==> src/rtl/i2c_ctl_pkg.sv <==
package i2c_ctl_pkg;

    localparam int BYTE_W    = 8;
    localparam int REG_COUNT = 6;
    localparam int BANK_W    = REG_COUNT * BYTE_W;
    localparam int VOL_W     = 6;
    localparam int TONE_W    = 4;

    typedef logic [BYTE_W-1:0] byte_t;
    typedef logic [BANK_W-1:0] bank_t;

    typedef enum logic [2:0] {
        ST_IDLE,
        ST_RECV,
        ST_ACK_WAIT,
        ST_ACK_DRIVE,
        ST_IGNORE
    } rx_state_e;

    typedef enum logic [1:0] {
        PH_ADDR,
        PH_SUB,
        PH_DATA
    } rx_phase_e;

    typedef struct packed {
        logic [VOL_W-1:0]  vol_left;
        logic [VOL_W-1:0]  vol_right;
        logic [VOL_W-1:0]  vol_ctr;
        logic [TONE_W-1:0] treble;
        logic [TONE_W-1:0] bass;
        logic [TONE_W-1:0] surround_lvl;
        logic              agc_en;
        logic              mute;
        logic              ctr_mute;
        logic              surround_en;
        logic              bass_mix_en;
        logic              ctr_src_ext;
        logic              loop_en;
        logic              ext_dac;
    } ctl_fields_t;

    // Reset value per register: both mutes on, everything else zero.
    function automatic byte_t reg_default(input int idx);
        return (idx == 1 || idx == 2) ? 8'h80 : 8'h00;
    endfunction

    function automatic byte_t bank_byte(input bank_t b, input int idx);
        return b[idx*BYTE_W +: BYTE_W];
    endfunction

    function automatic ctl_fields_t decode_bank(input bank_t b);
        ctl_fields_t f;
        byte_t r0, r1, r2, r3, r4, r5;
        r0 = bank_byte(b, 0);
        r1 = bank_byte(b, 1);
        r2 = bank_byte(b, 2);
        r3 = bank_byte(b, 3);
        r4 = bank_byte(b, 4);
        r5 = bank_byte(b, 5);
        f.vol_left     = r0[5:0];
        f.agc_en       = r0[7];
        f.vol_right    = r1[5:0];
        f.mute         = r1[7];
        f.vol_ctr      = r2[5:0];
        f.surround_en  = r2[6];
        f.ctr_mute     = r2[7];
        f.treble       = r3[3:0];
        f.bass_mix_en  = r3[7];
        f.surround_lvl = r4[3:0];
        f.ctr_src_ext  = r4[7];
        f.bass         = r5[3:0];
        f.ext_dac      = r5[6];
        f.loop_en      = r5[7];
        return f;
    endfunction

endpackage

==> src/rtl/i2c_line_sync.sv <==
module i2c_line_sync #(
    parameter int STAGES = 2
) (
    input  logic clk,
    input  logic rst,
    input  logic line_in,
    output logic line_s,
    output logic line_rise,
    output logic line_fall
);

    logic [STAGES-1:0] chain;
    logic              prev;

    always_ff @(posedge clk) begin
        if (rst) begin
            chain <= '1;
            prev  <= 1'b1;
        end else begin
            chain <= {chain[STAGES-2:0], line_in};
            prev  <= chain[STAGES-1];
        end
    end

    assign line_s    = chain[STAGES-1];
    assign line_rise = line_s & ~prev;
    assign line_fall = ~line_s & prev;

endmodule

==> src/rtl/i2c_rx_fsm.sv <==
module i2c_rx_fsm
    import i2c_ctl_pkg::*;
#(
    parameter logic [6:0] DEV_ADDR = 7'h40
) (
    input  logic  clk,
    input  logic  rst,
    input  logic  scl_s,
    input  logic  scl_rise,
    input  logic  scl_fall,
    input  logic  sda_s,
    input  logic  sda_rise,
    input  logic  sda_fall,
    output logic  start_det,
    output logic  stop_det,
    output logic  sda_oe,
    output logic  ignoring,
    output logic  byte_stb,
    output logic  byte_is_sub,
    output byte_t byte_data
);

    localparam byte_t ADDR_BYTE = {DEV_ADDR, 1'b0};

    rx_state_e  state;
    rx_phase_e  phase;
    logic [2:0] bit_cnt;
    logic [6:0] shreg;
    byte_t      next_byte;
    logic       byte_done;

    assign start_det = scl_s & sda_fall;
    assign stop_det  = scl_s & sda_rise;
    assign next_byte = {shreg, sda_s};
    assign byte_done = (state == ST_RECV) && scl_rise && (bit_cnt == 3'd7)
                       && !start_det && !stop_det;

    always_ff @(posedge clk) begin
        if (rst) begin
            state   <= ST_IDLE;
            phase   <= PH_ADDR;
            bit_cnt <= '0;
            shreg   <= '0;
            sda_oe  <= 1'b0;
        end else if (start_det) begin
            state   <= ST_RECV;
            phase   <= PH_ADDR;
            bit_cnt <= '0;
            sda_oe  <= 1'b0;
        end else if (stop_det) begin
            state   <= ST_IDLE;
            bit_cnt <= '0;
            sda_oe  <= 1'b0;
        end else begin
            case (state)
                ST_RECV: begin
                    if (scl_rise) begin
                        shreg <= next_byte[6:0];
                        if (bit_cnt == 3'd7) begin
                            bit_cnt <= '0;
                            if (phase == PH_ADDR && next_byte != ADDR_BYTE)
                                state <= ST_IGNORE;
                            else
                                state <= ST_ACK_WAIT;
                        end else begin
                            bit_cnt <= bit_cnt + 3'd1;
                        end
                    end
                end
                ST_ACK_WAIT: begin
                    if (scl_fall) begin
                        sda_oe <= 1'b1;
                        state  <= ST_ACK_DRIVE;
                    end
                end
                ST_ACK_DRIVE: begin
                    if (scl_fall) begin
                        sda_oe <= 1'b0;
                        state  <= ST_RECV;
                        phase  <= (phase == PH_ADDR) ? PH_SUB : PH_DATA;
                    end
                end
                default: ;
            endcase
        end
    end

    assign ignoring    = (state == ST_IGNORE);
    assign byte_stb    = byte_done && (phase != PH_ADDR);
    assign byte_is_sub = (phase == PH_SUB);
    assign byte_data   = next_byte;

endmodule

==> src/rtl/ctl_regfile.sv <==
module ctl_regfile
    import i2c_ctl_pkg::*;
(
    input  logic  clk,
    input  logic  rst,
    input  logic  byte_stb,
    input  logic  byte_is_sub,
    input  byte_t byte_data,
    output logic  wr_en,
    output bank_t bank
);

    localparam logic [3:0] LAST_IDX = 4'(REG_COUNT - 1);

    logic [3:0] ptr;
    logic       ptr_ok;
    logic       renew;

    always_ff @(posedge clk) begin
        if (rst) begin
            ptr    <= '0;
            ptr_ok <= 1'b0;
            renew  <= 1'b0;
        end else if (byte_stb && byte_is_sub) begin
            ptr    <= byte_data[3:0];
            ptr_ok <= (byte_data[6:4] == 3'b000) && (byte_data[3:0] <= LAST_IDX);
            renew  <= byte_data[7];
        end else if (byte_stb && !renew && ptr_ok && ptr < LAST_IDX) begin
            ptr <= ptr + 4'd1;
        end
    end

    assign wr_en = byte_stb && !byte_is_sub && ptr_ok;

    for (genvar i = 0; i < REG_COUNT; i++) begin : g_reg
        byte_t q;
        always_ff @(posedge clk) begin
            if (rst)
                q <= reg_default(i);
            else if (wr_en && ptr == 4'(i))
                q <= byte_data;
        end
        assign bank[i*BYTE_W +: BYTE_W] = q;
    end

endmodule

==> src/rtl/i2c_ctl_bank.sv <==
module i2c_ctl_bank
    import i2c_ctl_pkg::*;
#(
    parameter logic [6:0] DEV_ADDR    = 7'h40,
    parameter int         SYNC_STAGES = 2
) (
    input  logic              clk,
    input  logic              rst,
    input  logic              scl_in,
    input  logic              sda_in,
    output logic              sda_oe,
    output logic [VOL_W-1:0]  vol_left,
    output logic [VOL_W-1:0]  vol_right,
    output logic [VOL_W-1:0]  vol_ctr,
    output logic [TONE_W-1:0] treble,
    output logic [TONE_W-1:0] bass,
    output logic [TONE_W-1:0] surround_lvl,
    output logic              agc_en,
    output logic              mute,
    output logic              ctr_mute,
    output logic              surround_en,
    output logic              bass_mix_en,
    output logic              ctr_src_ext,
    output logic              loop_en,
    output logic              ext_dac
);

    logic        scl_sync, scl_rise, scl_fall;
    logic        sda_sync, sda_rise, sda_fall;
    logic        start_det, stop_det, ignoring;
    logic        byte_stb, byte_is_sub, wr_en;
    byte_t       byte_data;
    bank_t       bank;
    ctl_fields_t fields;

    i2c_line_sync #(.STAGES(SYNC_STAGES)) u_scl_sync (
        .clk(clk), .rst(rst), .line_in(scl_in),
        .line_s(scl_sync), .line_rise(scl_rise), .line_fall(scl_fall)
    );

    i2c_line_sync #(.STAGES(SYNC_STAGES)) u_sda_sync (
        .clk(clk), .rst(rst), .line_in(sda_in),
        .line_s(sda_sync), .line_rise(sda_rise), .line_fall(sda_fall)
    );

    i2c_rx_fsm #(.DEV_ADDR(DEV_ADDR)) u_rx (
        .clk(clk), .rst(rst),
        .scl_s(scl_sync), .scl_rise(scl_rise), .scl_fall(scl_fall),
        .sda_s(sda_sync), .sda_rise(sda_rise), .sda_fall(sda_fall),
        .start_det(start_det), .stop_det(stop_det),
        .sda_oe(sda_oe), .ignoring(ignoring),
        .byte_stb(byte_stb), .byte_is_sub(byte_is_sub), .byte_data(byte_data)
    );

    ctl_regfile u_regs (
        .clk(clk), .rst(rst),
        .byte_stb(byte_stb), .byte_is_sub(byte_is_sub), .byte_data(byte_data),
        .wr_en(wr_en), .bank(bank)
    );

    assign fields       = decode_bank(bank);
    assign vol_left     = fields.vol_left;
    assign vol_right    = fields.vol_right;
    assign vol_ctr      = fields.vol_ctr;
    assign treble       = fields.treble;
    assign bass         = fields.bass;
    assign surround_lvl = fields.surround_lvl;
    assign agc_en       = fields.agc_en;
    assign mute         = fields.mute;
    assign ctr_mute     = fields.ctr_mute;
    assign surround_en  = fields.surround_en;
    assign bass_mix_en  = fields.bass_mix_en;
    assign ctr_src_ext  = fields.ctr_src_ext;
    assign loop_en      = fields.loop_en;
    assign ext_dac      = fields.ext_dac;

endmodule

==> config.mk <==
export PLATFORM = sky130hd
export DESIGN_NAME = i2c_ctl_bank
export DESIGN_NICKNAME = d
export VERILOG_FILES = /design/src/rtl/i2c_ctl_pkg.sv /design/src/rtl/i2c_line_sync.sv /design/src/rtl/i2c_rx_fsm.sv /design/src/rtl/ctl_regfile.sv /design/src/rtl/i2c_ctl_bank.sv
export SDC_FILE = /design/constraint.sdc
export NUM_CORES = 1
export LEC_CHECK = 0
export BUFFER_PORTS_ARGS = -buffer_cell sky130_fd_sc_hd__buf_2
export CAP_MARGIN = 20
export CORE_UTILIZATION = 50
export CTS_CLUSTER_DIAMETER = 120
export DETAILED_ROUTE_END_ITERATION = 12
export PLACE_DENSITY = 0.74
export SYNTH_ARGS = -nofsm -noshare
export SYNTH_HDL_FRONTEND = slang
export SYNTH_SLANG_ARGS = --single-unit
export TNS_END_PERCENT = 20
==> constraint.sdc <==
create_clock -name clk -period 2.05 [get_ports clk]
set_input_delay 0.3075 -clock clk [delete_from_list [all_inputs] [get_ports clk]]
set_output_delay 0.3075 -clock clk [all_outputs]
set_load 0.005 [all_outputs]
==> flow_summary.yaml <==
routing:
  drc: 0
  drtAntennaViolNets: 0
  num_vias: 2162
  drt-pass1-iter-count: 6
  post_drt_wl_per_cell_microns: 14.42
  vias_per_cell: 5.222
  drt_wl_total_mm: 5.968
  drt_iter0_drc: 169
timing:
  relSlewSlack_pct: 57.69
  hold_viol: 0
  final.setup.worst_slack_ps: 58.27
  hold_ws_ps: 152.0
  fin_crit_ps: 1992
  period_share_pct: 97.16
  drv_slew: 0
  tightest_slew_ps: 618.6
  fmax_mhz: 502.1
  setup_viol: 0
  clock_skew_ps: 9.250
placed_design:
  io_buffers: 42
  place_congestion: 0.8003
  post-place-cells: 399
  dpl_cell_area_sq_um: 3241
  post-place-ws_ps: -13.63
  dp_hpwl_mm: 3.980
die:
  die-area_sq_um: 5988
  die_w_microns: 77.39
  ioPinCount: 43
  start_util_pct: 51.60
  die_h_microns: 77.39
  fp.coreArea_sq_um: 5507
  rows: 27
synthesis:
  syn_area_sq_um: 2841
  ys.flop_type: "dfxtp_1"
  synth_top_area_share_pct: 46.50
  synthArstFlopShare_pct: 0
  syn_inst: 280
  post_synth.cell_area_avg_sq_um: 10.15
  synth_nets: 291
  synth-edff-count: 0
  synth_area_leader_cell: "dfxtp_1"
  synthDistinctLibCells: 43
  ys_top_cells_by_area: "dfxtp_1 (46%), mux2i_1 (17%), nand2b_1 (11%)"
  yosysSeqAreaShare_pct: 46.50
  yosys_warnings: 0
  ys_ff_latch: 66
grt:
  grt.overflow.total: 0
  grt_max_degree: 46
  first_global_vias: 2069
  antenna_found_initial: 0
  grt_util_all_layers_pct: 21.44
  grt_pass1_wl_mm: 9.908
power:
  p_leak_uw: 0.001573
  p_sw_share_pct: 21.15
  p_per_area_nw_per_um2: 708.5
  p_comb_share_pct: 2.7
  peakVddDrop_mv: 0.4671
  pwr-share-clk_pct: 44.8
  p_seq_share_pct: 52.5
  switchingPower_uw: 520.0
  p_int_uw: 1938
cts:
  clock_path_buffers: 2
  clockRootBuffer: "clkbuf_8"
  clk_pin_slew_ps: 70
  ctsHtreeMaxLevel: 3
  clk_latency_ps: 340
  tritoncts: "built"
  cts_buffers: 9
  cts_sinks: 66
  postCtsSetupRepairBufs: 0
critical_path:
  cp-endpoint: "u_regs.ptr[2]"
  worstPathRequired_ps: 2300
  crit_start: "u_rx.bit_cnt[0]"
  ff2ff_setup_slack_ps: 60
  r2r_cells: 6
  critPathMaxFanout: 3
  cp-end-kind: "register"
  start_kind: "register"
  worstReg2RegEnd: "u_regs.ptr[2]"
  rr_startpoint: "u_rx.bit_cnt[0]"
  cp.arrival_ps: 2240
  crit_type: "reg2reg"
status:
  status: "finished clean"
final_layout:
  final_cells: 414
  final_util_pct: 63.01
  post-route-cell-area_sq_um: 3470
  area_growth_pct: 22.10
  drive_gt1_share_pct: 27.78
  n_fill_cell: 449
  fin_nets: 349
  diodes: 0
worst_hold_path:
  hold_path_class: "in2reg"
flow_run:
  drv_cap: 0
## critical path: stages, from the launching register on
cell and delay, ps:
dfxtp_2 350, ha_4 130, ha_4 130, nand2b_4 50, or4_4 510, or4_4 500
a311oi_2 230
## final cells by class
class	count	area (sq um)	share of cell area [%]
Clock inverter	4	51.30	1.479
Multi-Input combinational cell	196	1489	42.91
Timing Repair Buffer	60	345.3	9.953
Inverter	5	18.77	0.5409
Clock buffer	11	151.4	4.363
Sequential cell	66	1324	38.15
Tap cell	72	90.09	2.596
## stage by stage
| step | power (uW) | setup TNS [ps] |
|---|---|---|
| finish | 2458 | 0 |
| global route | 2544 | -11.33 |
| CTS | 2478 | 0 |
| detailed placement | 1385 | -13.63 |
| global placement | 1384 | 0 |
| floorplan | 1367 | 0 |
## cell families (layout without fill, tap and decap cells)
kind of cell | count (synthesis) | in the layout | synth area share [%]
adder cells (fa/ha/maj) | 7 | 7 | 3.082
AND/OR/NAND/NOR | 112 | 112 | 23.38
buffers and inverters | 18 | 80 | 2.642
AO/OA/AOI/OAI | 28 | 28 | 6.473
XOR/XNOR | 1 | 1 | 0.9689
flip-flops | 66 | 66 | 46.50
multiplexers | 48 | 48 | 16.95
## metal layers
layer / wire, microns / share of wire, % / GRT usage, %
met1: 2906 / 49 / 27.72
met2: 2729 / 46 / 33.10
met3: 218 / 3.7 / 6.588
met5: 0 / 0 / 0
met4: 114 / 1.9 / 8.868
## registers in the layout, summed over array words and instances, names as in the netlist
| register | flops |
|---|---|
| u_regs.g.q | 38 |
| u_rx.shreg | 7 |
| u_regs.ptr | 4 |
| u_rx.bit_cnt | 3 |
| u_rx.state | 3 |
| u_rx.phase | 2 |
| u_scl_sync.chain | 2 |
| u_sda_sync.chain | 2 |
| u_regs.ptr_ok | 1 |
| u_regs.renew | 1 |
| u_rx.sda_oe | 1 |
| u_scl_sync.prev | 1 |
| u_sda_sync.prev | 1 |
## worst min path at each step
stage / startpoint / end / slack [ps] / cells after the start
detailed placement: u_sda_sync.chain[0] / u_sda_sync.chain[1] / 400 / 1
CTS: sda_in / u_sda_sync.chain[0] / 140 / 2
global placement: u_sda_sync.chain[0] / u_sda_sync.chain[1] / 390 / 1
floorplan: u_scl_sync.chain[0] / u_scl_sync.chain[1] / 390 / 1
global route: sda_in / u_sda_sync.chain[0] / 130 / 2
finish: scl_in / u_scl_sync.chain[0] / 150 / 2
## Yosys cell counts, types with 3 or more instances
master,count
nand3_1,8
buf_2,3
a311oi_1,3
mux2i_1,47
ha_1,7
inv_1,5
o21ai_0,6
nand2_1,5
clkbuf_1,8
dfxtp_1,66
or2_2,7
nand2b_1,48
nor2b_1,3
a21oi_1,7
nor2_1,22
## power by group through the flow
| stage | Sequential, uW | Combinational [uW] | Clock (uW) |
|---|---|---|---|
| floorplan | 1320 | 47.4 | 0 |
| global placement | 1320 | 63.6 | 0 |
| detailed placement | 1320 | 64.8 | 0 |
| CTS | 1290 | 65.6 | 1120 |
| global route | 1290 | 71.7 | 1180 |
| finish | 1290 | 65.8 | 1100 |
## layout by cell type, fill, tap and decap left out, drive strengths merged, types with 5 or more instances in the layout
| cell | Yosys | routed |
|---|---|---|
| or2 | 7 | 7 |
| mux2i | 47 | 47 |
| a21oi | 7 | 7 |
| nand3 | 8 | 8 |
| clkbuf | 8 | 11 |
| nand2b | 48 | 48 |
| ha | 7 | 7 |
| buf | 5 | 60 |
| inv | 5 | 5 |
| nor2 | 22 | 22 |
| o21ai | 6 | 6 |
| nand2 | 5 | 5 |
| dfxtp | 66 | 66 |
## timing repair
action / CTS / global route
pin swaps: 1 / 1
gates resized for setup: 1 / 6
hold buffers: 0 / 0
setup endpoints to repair: 1 / 15
Power figures use the tool's default switching activity.
